### src/rtl/nhc_pkg.sv
package nhc_pkg;

  localparam int IDX_W      = 16;
  localparam int LINE_W     = 2 * IDX_W;
  localparam int BITPOS_W   = 3;
  localparam int COL_HALF_W = 2 * BITPOS_W;
  localparam int COL_W      = 2 * COL_HALF_W;
  localparam int ECC_BYTES  = 6;
  localparam int PTR_W      = $clog2(ECC_BYTES);

  localparam int MB_CLE   = 0;
  localparam int MB_ALE   = 1;
  localparam int MB_CE    = 4;
  localparam int MB_ACCUM = 5;
  localparam int MB_ECCRD = 6;

  typedef enum logic [1:0] {
    REG_DATA = 2'd0,
    REG_MODE = 2'd1,
    REG_STAT = 2'd2,
    REG_NONE = 2'd3
  } regSel_e;

  typedef struct packed {
    logic modeWe;
    logic capture;
    logic xferDone;
    logic xferWr;
    logic eccAdv;
  } ctrlStrb_t;

  function automatic regSel_e decodeReg(input logic [3:0] addr);
    if (addr[1:0] != 2'b00) return REG_NONE;
    case (addr[3:2])
      2'd0:    return REG_DATA;
      2'd1:    return REG_MODE;
      2'd2:    return REG_STAT;
      default: return REG_NONE;
    endcase
  endfunction

endpackage

### src/rtl/nhc_ecc.sv
module nhc_ecc
  import nhc_pkg::*;
(
  input  logic       clk,
  input  logic       rstN,
  input  logic       clr,
  input  logic       update,
  input  logic [7:0] byteIn,
  input  logic       adv,
  output logic [7:0] rdByte
);

  logic [LINE_W-1:0]     lineQ, lineNext;
  logic [COL_W-1:0]      colQ, colNext;
  logic [COL_HALF_W-1:0] colPar;
  logic [IDX_W-1:0]      idxQ;
  logic [PTR_W-1:0]      ptrQ;
  logic                  bytePar;

  always_comb begin
    bytePar  = ^byteIn;
    lineNext = lineQ;
    for (int k = 0; k < IDX_W; k++) begin
      if (idxQ[k]) lineNext[2*k+1] = lineQ[2*k+1] ^ bytePar;
      else         lineNext[2*k]   = lineQ[2*k]   ^ bytePar;
    end
    colPar = '0;
    for (int j = 0; j < BITPOS_W; j++) begin
      for (int b = 0; b < 8; b++) begin
        if (((b >> j) & 1) == 1) colPar[2*j+1] = colPar[2*j+1] ^ byteIn[b];
        else                     colPar[2*j]   = colPar[2*j]   ^ byteIn[b];
      end
    end
    colNext = colQ;
    if (idxQ[0]) colNext[COL_W-1:COL_HALF_W] = colQ[COL_W-1:COL_HALF_W] ^ colPar;
    else         colNext[COL_HALF_W-1:0]     = colQ[COL_HALF_W-1:0] ^ colPar;
  end

  always_ff @(posedge clk or negedge rstN) begin
    if (!rstN) begin
      lineQ <= '0;
      colQ  <= '0;
      idxQ  <= '0;
      ptrQ  <= '0;
    end else if (clr) begin
      lineQ <= '0;
      colQ  <= '0;
      idxQ  <= '0;
      ptrQ  <= '0;
    end else begin
      if (update) begin
        lineQ <= lineNext;
        colQ  <= colNext;
        idxQ  <= idxQ + 1'b1;
      end
      if (adv) ptrQ <= (ptrQ == PTR_W'(ECC_BYTES-1)) ? '0 : ptrQ + 1'b1;
    end
  end

  always_comb begin
    case (ptrQ)
      3'd0:    rdByte = lineQ[7:0];
      3'd1:    rdByte = lineQ[15:8];
      3'd2:    rdByte = {colQ[5:0], 2'b11};
      3'd3:    rdByte = lineQ[23:16];
      3'd4:    rdByte = lineQ[31:24];
      default: rdByte = {colQ[11:6], 2'b11};
    endcase
  end

  // a clear leaves parity, index and pointer at zero
  p_clear_all_r7: assert property (@(posedge clk) disable iff (!rstN)
    clr |=> (lineQ == '0 && colQ == '0 && idxQ == '0 && ptrQ == '0));

  // pointer stays inside the six readout slots
  p_ptr_range_r10: assert property (@(posedge clk) disable iff (!rstN)
    ptrQ < PTR_W'(ECC_BYTES));

  // the sixth read returns the pointer to the first slot
  p_ptr_wrap_r10: assert property (@(posedge clk) disable iff (!rstN)
    (adv && !clr && ptrQ == PTR_W'(ECC_BYTES-1)) |=> (ptrQ == '0));

endmodule

### src/rtl/nhc_control.sv
module nhc_control
  import nhc_pkg::*;
#(
  parameter int STROBE_CYC = 3
) (
  input  logic       clk,
  input  logic       rstN,
  input  logic       busReq,
  input  logic       busWr,
  input  logic [3:0] busAddr,
  input  logic       eccRdMode,
  output logic       busAck,
  output logic       nfWeN,
  output logic       nfReN,
  output logic       nfDoe,
  output ctrlStrb_t  strb
);

  localparam int CNT_W = (STROBE_CYC > 1) ? $clog2(STROBE_CYC) : 1;

  typedef enum logic [1:0] {ST_IDLE, ST_STROBE, ST_ACK} state_e;

  state_e     stateQ;
  logic [CNT_W-1:0] cntQ;
  logic       opWrQ, opModeQ, opEccRdQ;
  logic       lastCnt, isData, eccRead;
  regSel_e    sel;

  always_comb begin
    sel     = decodeReg(busAddr);
    isData  = (sel == REG_DATA);
    eccRead = isData && !busWr && eccRdMode;
    lastCnt = (cntQ == CNT_W'(STROBE_CYC - 1));
  end

  always_ff @(posedge clk or negedge rstN) begin
    if (!rstN) begin
      stateQ   <= ST_IDLE;
      cntQ     <= '0;
      opWrQ    <= 1'b0;
      opModeQ  <= 1'b0;
      opEccRdQ <= 1'b0;
    end else begin
      case (stateQ)
        ST_IDLE: if (busReq) begin
          opWrQ    <= busWr;
          opModeQ  <= busWr && (sel == REG_MODE);
          opEccRdQ <= eccRead;
          cntQ     <= '0;
          stateQ   <= (isData && !eccRead) ? ST_STROBE : ST_ACK;
        end
        ST_STROBE: begin
          if (lastCnt) stateQ <= ST_ACK;
          else         cntQ   <= cntQ + 1'b1;
        end
        default: stateQ <= ST_IDLE;
      endcase
    end
  end

  always_comb begin
    busAck        = (stateQ == ST_ACK);
    nfWeN         = !((stateQ == ST_STROBE) && opWrQ);
    nfReN         = !((stateQ == ST_STROBE) && !opWrQ);
    nfDoe         = (stateQ == ST_STROBE) && opWrQ;
    strb.modeWe   = busAck && opModeQ;
    strb.eccAdv   = busAck && opEccRdQ;
    strb.xferDone = (stateQ == ST_STROBE) && lastCnt;
    strb.capture  = strb.xferDone && !opWrQ;
    strb.xferWr   = opWrQ;
  end

  // acknowledge never lasts two cycles
  p_ack_single_r11: assert property (@(posedge clk) disable iff (!rstN)
    busAck |=> !busAck);

  // the two flash strobes never overlap
  p_strobe_excl_r4: assert property (@(posedge clk) disable iff (!rstN)
    (nfWeN || nfReN));

  // the end of a write strobe coincides with the acknowledge
  p_ack_follows_we_r3: assert property (@(posedge clk) disable iff (!rstN)
    $rose(nfWeN) |-> busAck);

  // ECC readout goes straight to acknowledge with no read strobe
  p_no_flash_on_ecc_r9: assert property (@(posedge clk) disable iff (!rstN)
    (stateQ == ST_IDLE && busReq && eccRead) |=> (nfReN && busAck));

endmodule

### src/rtl/nhc_datapath.sv
module nhc_datapath
  import nhc_pkg::*;
(
  input  logic       clk,
  input  logic       rstN,
  input  ctrlStrb_t  strb,
  input  logic [3:0] busAddr,
  input  logic [7:0] busWdata,
  input  logic [7:0] nfDin,
  input  logic       nfRdy,
  output logic [7:0] busRdata,
  output logic       eccRdMode,
  output logic       nfCle,
  output logic       nfAle,
  output logic       nfCeN,
  output logic [7:0] nfDout
);

  logic [7:0] modeQ, rdLatchQ, eccByte;
  logic [1:0] busySyncQ;
  logic       eccClr, eccUpd;

  always_ff @(posedge clk or negedge rstN) begin
    if (!rstN) begin
      modeQ     <= '0;
      rdLatchQ  <= '0;
      busySyncQ <= '0;
    end else begin
      busySyncQ <= {busySyncQ[0], !nfRdy};
      if (strb.modeWe)  modeQ    <= busWdata;
      if (strb.capture) rdLatchQ <= nfDin;
    end
  end

  always_comb begin
    eccClr    = strb.modeWe && busWdata[MB_ACCUM];
    eccUpd    = strb.xferDone && modeQ[MB_ACCUM] && !modeQ[MB_CLE] && !modeQ[MB_ALE];
    eccRdMode = modeQ[MB_ECCRD];
    nfCle     = modeQ[MB_CLE];
    nfAle     = modeQ[MB_ALE];
    nfCeN     = !modeQ[MB_CE];
    nfDout    = busWdata;
    case (decodeReg(busAddr))
      REG_DATA: busRdata = eccRdMode ? eccByte : rdLatchQ;
      REG_MODE: busRdata = modeQ;
      REG_STAT: busRdata = {7'b0, busySyncQ[1]};
      default:  busRdata = '0;
    endcase
  end

  nhc_ecc u_ecc (
    .clk    (clk),
    .rstN   (rstN),
    .clr    (eccClr),
    .update (eccUpd),
    .byteIn (strb.xferWr ? busWdata : nfDin),
    .adv    (strb.eccAdv),
    .rdByte (eccByte)
  );

  // mode only changes through a mode-register write
  p_mode_hold_r2: assert property (@(posedge clk) disable iff (!rstN)
    !strb.modeWe |=> $stable(modeQ));

  // a transfer without accumulation leaves the readout byte alone
  p_plain_keeps_ecc_r6: assert property (@(posedge clk) disable iff (!rstN)
    (strb.xferDone && !modeQ[MB_ACCUM]) |=> $stable(eccByte));

endmodule

### src/rtl/nand_host_ctrl.sv
module nand_host_ctrl
  import nhc_pkg::*;
#(
  parameter int STROBE_CYC = 3
) (
  input  logic       clk,
  input  logic       rstN,
  input  logic       busReq,
  input  logic       busWr,
  input  logic [3:0] busAddr,
  input  logic [7:0] busWdata,
  output logic [7:0] busRdata,
  output logic       busAck,
  output logic       nfCeN,
  output logic       nfCle,
  output logic       nfAle,
  output logic       nfWeN,
  output logic       nfReN,
  output logic [7:0] nfDout,
  output logic       nfDoe,
  input  logic [7:0] nfDin,
  input  logic       nfRdy
);

  ctrlStrb_t strb;
  logic      eccRdMode;

  nhc_control #(.STROBE_CYC(STROBE_CYC)) u_control (
    .clk       (clk),
    .rstN      (rstN),
    .busReq    (busReq),
    .busWr     (busWr),
    .busAddr   (busAddr),
    .eccRdMode (eccRdMode),
    .busAck    (busAck),
    .nfWeN     (nfWeN),
    .nfReN     (nfReN),
    .nfDoe     (nfDoe),
    .strb      (strb)
  );

  nhc_datapath u_datapath (
    .clk       (clk),
    .rstN      (rstN),
    .strb      (strb),
    .busAddr   (busAddr),
    .busWdata  (busWdata),
    .nfDin     (nfDin),
    .nfRdy     (nfRdy),
    .busRdata  (busRdata),
    .eccRdMode (eccRdMode),
    .nfCle     (nfCle),
    .nfAle     (nfAle),
    .nfCeN     (nfCeN),
    .nfDout    (nfDout)
  );

endmodule

### config.mk
export PLATFORM = sky130hd
export DESIGN_NAME = nand_host_ctrl
export DESIGN_NICKNAME = d
export VERILOG_FILES = /design/src/rtl/nhc_pkg.sv /design/src/rtl/nhc_ecc.sv /design/src/rtl/nhc_control.sv /design/src/rtl/nhc_datapath.sv /design/src/rtl/nand_host_ctrl.sv
export SDC_FILE = /design/constraint.sdc
export NUM_CORES = 1
export LEC_CHECK = 0
export BUFFER_PORTS_ARGS = -buffer_cell sky130_fd_sc_hd__buf_4
export CORE_MARGIN = 2
export CORE_UTILIZATION = 64
export DETAILED_ROUTE_END_ITERATION = 10
export PLACE_DENSITY = 0.94
export SLEW_MARGIN = 15
export SYNTH_ARGS = -nofsm -noshare
export SYNTH_HDL_FRONTEND = slang
export SYNTH_SLANG_ARGS = --single-unit
### constraint.sdc
create_clock -name clk -period 5 [get_ports clk]
set_input_delay 1 -clock clk [delete_from_list [all_inputs] [get_ports clk]]
set_output_delay 1 -clock clk [all_outputs]
set_load 0.01 [all_outputs]
==> results.py, run 1 <==
metrics = {
    "synth": {
        "synth_top_family_by_area": "compound AO/OA/AOI/OAI gates",
        "synth_fa_ha_area_frac": 0.00777,
        "avgSynthCellArea_um2": 9.74,
        "synth-compound-area-share": 0.175,
        "ys_types": 50,
        "ys_ff_latch": 88,
        "syn_inst": 496,
        "ys_warn_count": 0,
        "synth_xor_area_frac": 0.0844,
        "yosysTopAreaCell": "dfrtp_1",
        "synth-edff-count": 0,
        "yosysSeqAreaShare": 0.456,
        "yosysTopAreaCellShare": 0.456,
        "synth_area_leaders": "dfrtp_1, o31ai_1, xor2_1, nand2_1, mux2i_1",
        "synth_area_mm2": 0.00483,
        "synth.area.mux_share": 0.0725,
        "synth_simple_gate_area_frac": 0.157,
        "syn_nets": 524,
        "synthArstFlopShare": 1.00,
        "synth_top_flop_cell": "dfrtp_1",
    },
    "routing": {
        "via_per_inst": 6.69,
        "drcViolationCount": 0,
        "routedWlPerCell_um": 20.0,
        "antenna_left": 0,
        "detailedRoute.firstIterationViolations": 529,
        "dr_total_vias": 4152,
        "drt_wl_total_mm": 12.4,
        "drtPass1Iterations": 6,
    },
    "global_route": {
        "grt.total_usage": 0.313,
        "grt_pass1_vias": 3948,
        "grt_pass1_wl_mm": 20.3,
        "grt_max_degree": 89,
        "grt-ovfl-total": 0,
        "antenna_found_initial": 0,
    },
    "worst_setup_path": {
        "critical_path.cell_chain": "and2_1, ha_1, a21oi_1, a221o_1, o21ai_1, a21oi_1, buf_4",
        "r2r_cells": 7,
        "crit_family": "flip-flops",
        "crit_buf_inv": 1,
        "cpMaxStageDelayCell": "dfrtp_1",
        "slowest_delay_ns": 0.85,
        "crit_fanout": 19,
        "end_kind": "output port",
        "crit_path_frequent_cell": "a21oi_1",
        "worstPathRequired_ns": 4.00,
        "worstPathArrival_ns": 2.86,
        "start_kind": "flip-flop",
        "cp.depth": 7,
        "critical_path_class": "reg2out",
    },
    "placed_design": {
        "dp_hpwl_mm": 8.45,
        "placed_area_mm2": 0.00513,
        "place_congestion": 0.934,
        "numPortBuffers": 47,
    },
    "power_and_ir_drop": {
        "ir_drop_mv": 0.325,
        "p_total_mw": 2.46,
        "power_density_mw_per_mm2": 456,
        "power.leakage_nw": 2.24,
    },
    "clocking": {
        "clockRootBuffer": "clkbuf_8",
        "cts_resized": 0,
        "clk_pin_slew_ns": 0.09,
        "cts_tree": "done",
        "cts_buffer_depth": 2,
        "ctsHoldBuffers": 0,
        "clock-sinks": 88,
        "cts_setup_buffers": 0,
        "clock_latency_ns": 0.36,
        "cts_made_buffers": 9,
        "cts_max_level": 3,
    },
    "sta": {
        "timing.final.crit_share": 0.771,
        "fmax_mhz": 259,
        "hold_viol_final": 0,
        "rsz0062_at_grt": "no",
        "worst_pin_slew_ns": 1.05,
        "fin_setup_tns_ns": 0,
        "finalClockSkew_ns": 0.00893,
        "setup_viol_count_final": 0,
        "slew-limit-headroom": 0.296,
        "min_period_ns": 3.86,
        "slew_viol_final": 0,
    },
    "floorplan": {
        "num_rows": 31,
        "start_util": 0.663,
        "pin_count": 48,
        "core-area_mm2": 0.00729,
        "dieArea_mm2": 0.00826,
        "die_x_um": 90.9,
        "die_y_um": 90.9,
    },
    "layout": {
        "drive_above_1_share": 0.151,
        "final_util": 0.739,
        "num_antenna_cells": 0,
        "nNetsFinal": 545,
        "design_area_mm2": 0.00539,
        "syn2layout_area_growth_pct": 11.5,
        "final_cell_mix": "dfrtp_1, nand2_1, buf_4",
        "mostFrequentLayoutCell": "dfrtp_1",
    },
    "flow_run": {
        "drv_cap": 0,
    },
    "outcome": {
        "status": "finished, final reports clean",
    },
    "hold_path": {
        "hold_depth": 0,
        "hold_class": "reg2reg",
    },
}
## path summary, 6_finish.rpt
kind | from | end | slack, ns
setup / recovery | u_datapath.u_ecc.ptrQ[0]$_DFFE_PN0P_ | busRdata[6] | 1.14
hold / removal | u_datapath.busySyncQ[0]$_DFF_PN0_ | u_datapath.busySyncQ[1]$_DFF_PN0_ | 0.37
setup reg to reg | u_control.cntQ[0]$_DFFE_PN0P_ | u_datapath.u_ecc.colQ[9]$_DFFE_PN0P_ | 2.04
hold reg to reg | u_datapath.busySyncQ[0]$_DFF_PN0_ | u_datapath.busySyncQ[1]$_DFF_PN0_ | 0.37
max in group asynchronous | rstN | u_datapath.rdLatchQ[3]$_DFFE_PN0P_ | 3.78
min in group asynchronous | rstN | u_datapath.u_ecc.lineQ[5]$_DFFE_PN0P_ | 0.71
## flip-flops by register name, summed over array words and instances (netlist names), 3 cells and up
name and flops:
u_datapath.rdLatchQ 8, u_datapath.modeQ 8, u_datapath.u_ecc.idxQ 16, u_datapath.u_ecc.lineQ 32
u_datapath.u_ecc.ptrQ 3, u_datapath.u_ecc.colQ 12
## stage by stage
| step | instances | setup slack, ns | hold slack, ns |
|---|---|---|---|
| floorplan | 496 | 1.78 | 0.331 |
| global placement | 604 | 1.74 | 0.341 |
| detailed placement | 604 | 1.63 | 0.353 |
| CTS | 620 | 1.28 | 0.372 |
| global route | 621 | 1.00 | 0.378 |
| finish | 621 | 1.14 | 0.373 |
## area by class of cell
| class | instances | area (um^2) |
|---|---|---|
| clock buffers | 12 | 155 |
| flip-flops and latches | 88 | 2200 |
| repair buffers | 49 | 392 |
| inverters | 8 | 30.0 |
| clock inverters | 4 | 76.3 |
| well taps | 99 | 124 |
| multi-input cells | 361 | 2410 |
| fillers | 495 | 1900 |
## layer usage
layer  track usage  vias to the layer above  wire length (um)
met5             0                        -                 0
met4         0.130                        0               304
met3        0.0801                       31              1030
met2         0.484                      237              6090
met1         0.423                     2040              5020
li1              -                     1844                 -
## where the power goes
group | internal (mW) | switching (mW) | total (mW)
combinational | 0.329 | 0.449 | 0.778
sequential | 0.876 | 0.238 | 1.11
clock | 0.310 | 0.255 | 0.565
total | 1.52 | 0.942 | 2.46
## kinds of logic (layout without fill, tap and decap cells)
logic type,Yosys count,count (layout)
mux,33,33
flops,88,88
compound gates,123,123
xor+xnor,44,44
buf+inv,47,73
fa+ha+maj,3,3
simple gates,158,158
## cells in the mapped netlist (2+ instances only)
master,instances
o31ai_1,30
or3_1,10
o21ai_0,8
ha_1,3
and2_1,2
mux2_2,8
nor2b_1,3
a22o_1,2
dfrtp_1,88
or4_1,11
inv_1,6
a31oi_1,2
nand2b_1,5
clkbuf_1,20
buf_4,8
o211ai_1,16
buf_2,8
o311ai_1,8
nand3_1,14
o21ai_1,9
buf_6,2
a221o_1,3
nand4_1,4
o22ai_1,8
nand2_1,57
mux2i_1,17
xnor2_1,16
o221ai_1,3
mux2_1,8
a21oi_1,23
nor3_1,4
a32oi_1,6
xnor2_2,3
and3_1,3
xor2_1,25
nor2_1,39
Power figures use the tool's default switching activity.
==> run 2, diff against run 1 <==
Settings changed: ABC_AREA set to 1, CORE_UTILIZATION 64 to 55, PLACE_DENSITY 0.94 to 0.86.
Clock period 5 ns to 3.5 ns, I/O delays scaled along.
==> run 2 against run 1 <==
Global-route usage decreased by 4.7 points. Worst setup slack got worse by 0.79 ns. Non-clock buffer count increased by 1. Critical path depth increased by 1. Wire length increased by 9.4%. Total power increased by 30%. Synthesized area increased by 13%. Clock skew increased by 0.0036 ns. Combinational power increased by 36%. Critical endpoint is now busRdata[1]. Largest cell class unchanged. Largest power group unchanged.
==> results.py, run 2 <==
metrics = {
    "layout": {
        "syn2layout_area_growth_pct": 9.30,
        "largest_reg_flops": 32,
        "num_antenna_cells": 0,
        "largest-register": "u_datapath.u_ecc.lineQ",
        "mostFrequentLayoutCell": "nand2_1",
        "final_cell_mix": "nand2_1, nor2_1, inv_1",
        "reg_top3": "u_datapath.u_ecc.lineQ x32, u_datapath.u_ecc.idxQ x16, u_datapath.u_ecc.colQ x12",
        "nNetsFinal": 838,
        "drive_above_1_share": 0.115,
    },
    "worst_setup_path": {
        "start_kind": "flip-flop",
        "end_kind": "output port",
        "worstPathRequired_ns": 2.80,
        "crit_fanout": 9,
        "critical_path_class": "reg2out",
        "worstPathArrival_ns": 2.45,
    },
    "synth": {
        "yosysMostFrequentCell": "nand2_1",
        "synth_area_mm2": 0.00547,
        "synth_area_leaders": "dfrtp_1, nand2_1, nor2_1, inv_1, nand3_1",
        "yosysTopAreaCellShare": 0.402,
        "ys_types": 40,
        "yosysSeqAreaShare": 0.402,
        "yosys-top-cells-count": "nand2_1, nor2_1, inv_1",
        "ys_warn_count": 0,
        "syn_inst": 786,
        "avgSynthCellArea_um2": 6.96,
        "syn_nets": 814,
        "synth-edff-count": 0,
        "synthArstFlopShare": 1.00,
        "ys_ff_latch": 88,
        "yosysTopAreaCell": "dfrtp_1",
        "synth_top_flop_cell": "dfrtp_1",
    },
    "clocking": {
        "cts_setup_buffers": 0,
        "cts_tree": "done",
        "clockRootBuffer": "clkbuf_8",
        "cts_buffer_depth": 2,
        "cts_resized": 0,
        "clk_pin_slew_ns": 0.10,
        "clock_latency_ns": 0.39,
        "cts_made_buffers": 9,
        "clock-sinks": 88,
        "ctsHoldBuffers": 0,
        "cts_max_level": 3,
    },
    "routing": {
        "routedWlPerCell_um": 14.4,
        "drtPass1Iterations": 5,
        "antenna_left": 0,
        "drcViolationCount": 0,
        "via_per_inst": 5.47,
        "detailedRoute.firstIterationViolations": 505,
        "drt_wl_total_mm": 13.6,
        "dr_total_vias": 5183,
    },
    "flow_run": {
        "drv_cap": 0,
    },
    "power_and_ir_drop": {
        "ir_drop_mv": 0.371,
        "power_density_mw_per_mm2": 534,
        "power.leakage_nw": 3.10,
        "p_total_mw": 3.20,
    },
    "floorplan": {
        "die_x_um": 104,
        "pin_count": 48,
        "dieArea_mm2": 0.0108,
        "die_y_um": 104,
        "start_util": 0.563,
        "core-area_mm2": 0.00973,
        "num_rows": 36,
    },
    "outcome": {
        "status": "finished, final reports clean",
    },
    "sta": {
        "fin_setup_tns_ns": 0,
        "slew_viol_final": 0,
        "hold_viol_final": 0,
        "min_period_ns": 3.15,
        "finalClockSkew_ns": 0.0125,
        "timing.final.crit_share": 0.899,
        "fmax_mhz": 318,
        "rsz0062_at_grt": "no",
        "worst_pin_slew_ns": 0.940,
        "slew-limit-headroom": 0.371,
        "setup_viol_count_final": 0,
    },
    "global_route": {
        "grt.total_usage": 0.266,
        "grt_pass1_wl_mm": 22.9,
        "grt-ovfl-total": 0,
        "grt_pass1_vias": 4742,
        "antenna_found_initial": 0,
        "grt_max_degree": 63,
    },
    "placed_design": {
        "numPortBuffers": 47,
        "place_congestion": 0.954,
        "dp_hpwl_mm": 9.74,
    },
    "hold_path": {
        "hold_class": "in2async",
    },
}
-- run 2: cell families (layout without fill, tap and decap cells) --
| logic type | Yosys count | after routing | synth area share |
|---|---|---|---|
| fa+ha+maj | 3 | 3 | 0.00686 |
| buf+inv | 146 | 175 | 0.124 |
| flops | 88 | 88 | 0.402 |
| xor+xnor | 9 | 9 | 0.0144 |
| compound gates | 98 | 98 | 0.0983 |
| mux | 1 | 1 | 0.00206 |
| simple gates | 441 | 441 | 0.352 |
-- run 2: routing by layer --
metal / track usage / share of wire / wire (um) / vias to the layer above
met1: 0.343 / 0.42 / 5740 / 2399
met3: 0.0623 / 0.070 / 952 / 34
met5: 0 / 0 / 0 / -
met4: 0.0994 / 0.034 / 457 / 0
met2: 0.437 / 0.47 / 6460 / 203
li1: - / - / - / 2547
-- run 2: area by class of cell --
class / instances / area (um^2)
Multi-Input combinational cell: 552 / 2590
Sequential cell: 88 / 2200
Fill cell: 935 / 3750
Timing Repair Buffer: 50 / 388
Clock inverter: 6 / 91.3
Inverter: 109 / 417
Clock buffer: 10 / 128
Tap cell: 133 / 166
-- run 2: critical path, cell delays in order (launching register included) --
cell and delay (ns):
dfrtp_1 0.42, inv_1 0.15, ha_1 0.32, nor2_1 0.09, o21ai_1 0.27, nand2_1 0.15, nor4_1 0.33, o22ai_1 0.15
buf_4 0.17
-- run 2: path summary, 6_finish.rpt --
check | start | end | slack, ns | cells past startpoint
hold / removal | rstN | u_datapath.u_ecc.lineQ[29]$_DFFE_PN0P_ | 0.32 | 1
setup / recovery | u_datapath.u_ecc.ptrQ[2]$_DFFE_PN0P_ | busRdata[1] | 0.35 | 8
hold reg to reg | u_datapath.busySyncQ[0]$_DFF_PN0_ | u_datapath.busySyncQ[1]$_DFF_PN0_ | 0.36 | 0
min in group clk | u_datapath.busySyncQ[0]$_DFF_PN0_ | u_datapath.busySyncQ[1]$_DFF_PN0_ | 0.36 | 0
max in group asynchronous | rstN | u_datapath.modeQ[1]$_DFFE_PN0P_ | 2.54 | 2
setup reg to reg | u_control.opWrQ$_DFFE_PN0P_ | u_datapath.u_ecc.lineQ[1]$_DFFE_PN0P_ | 0.89 | 12
-- run 2: report_power, final --
| group | internal, mW | switching [mW] |
|---|---|---|
| logic | 0.350 | 0.711 |
| registers | 1.18 | 0.157 |
| clock network | 0.407 | 0.390 |
-- run 2: metrics by stage --
stage | hold slack (ns) | utilization | instances | setup slack, ns | cell area (um^2)
floorplan | 0.331 | - | 786 | 1.12 | 5470
global placement | 0.333 | 0.592 | 932 | 0.817 | 5760
detailed placement | 0.337 | 0.592 | 932 | 0.801 | 5760
CTS | 0.336 | 0.615 | 948 | 0.405 | 5980
global route | 0.349 | 0.615 | 948 | 0.154 | 5980
finish | 0.317 | 0.615 | 948 | 0.354 | 5980
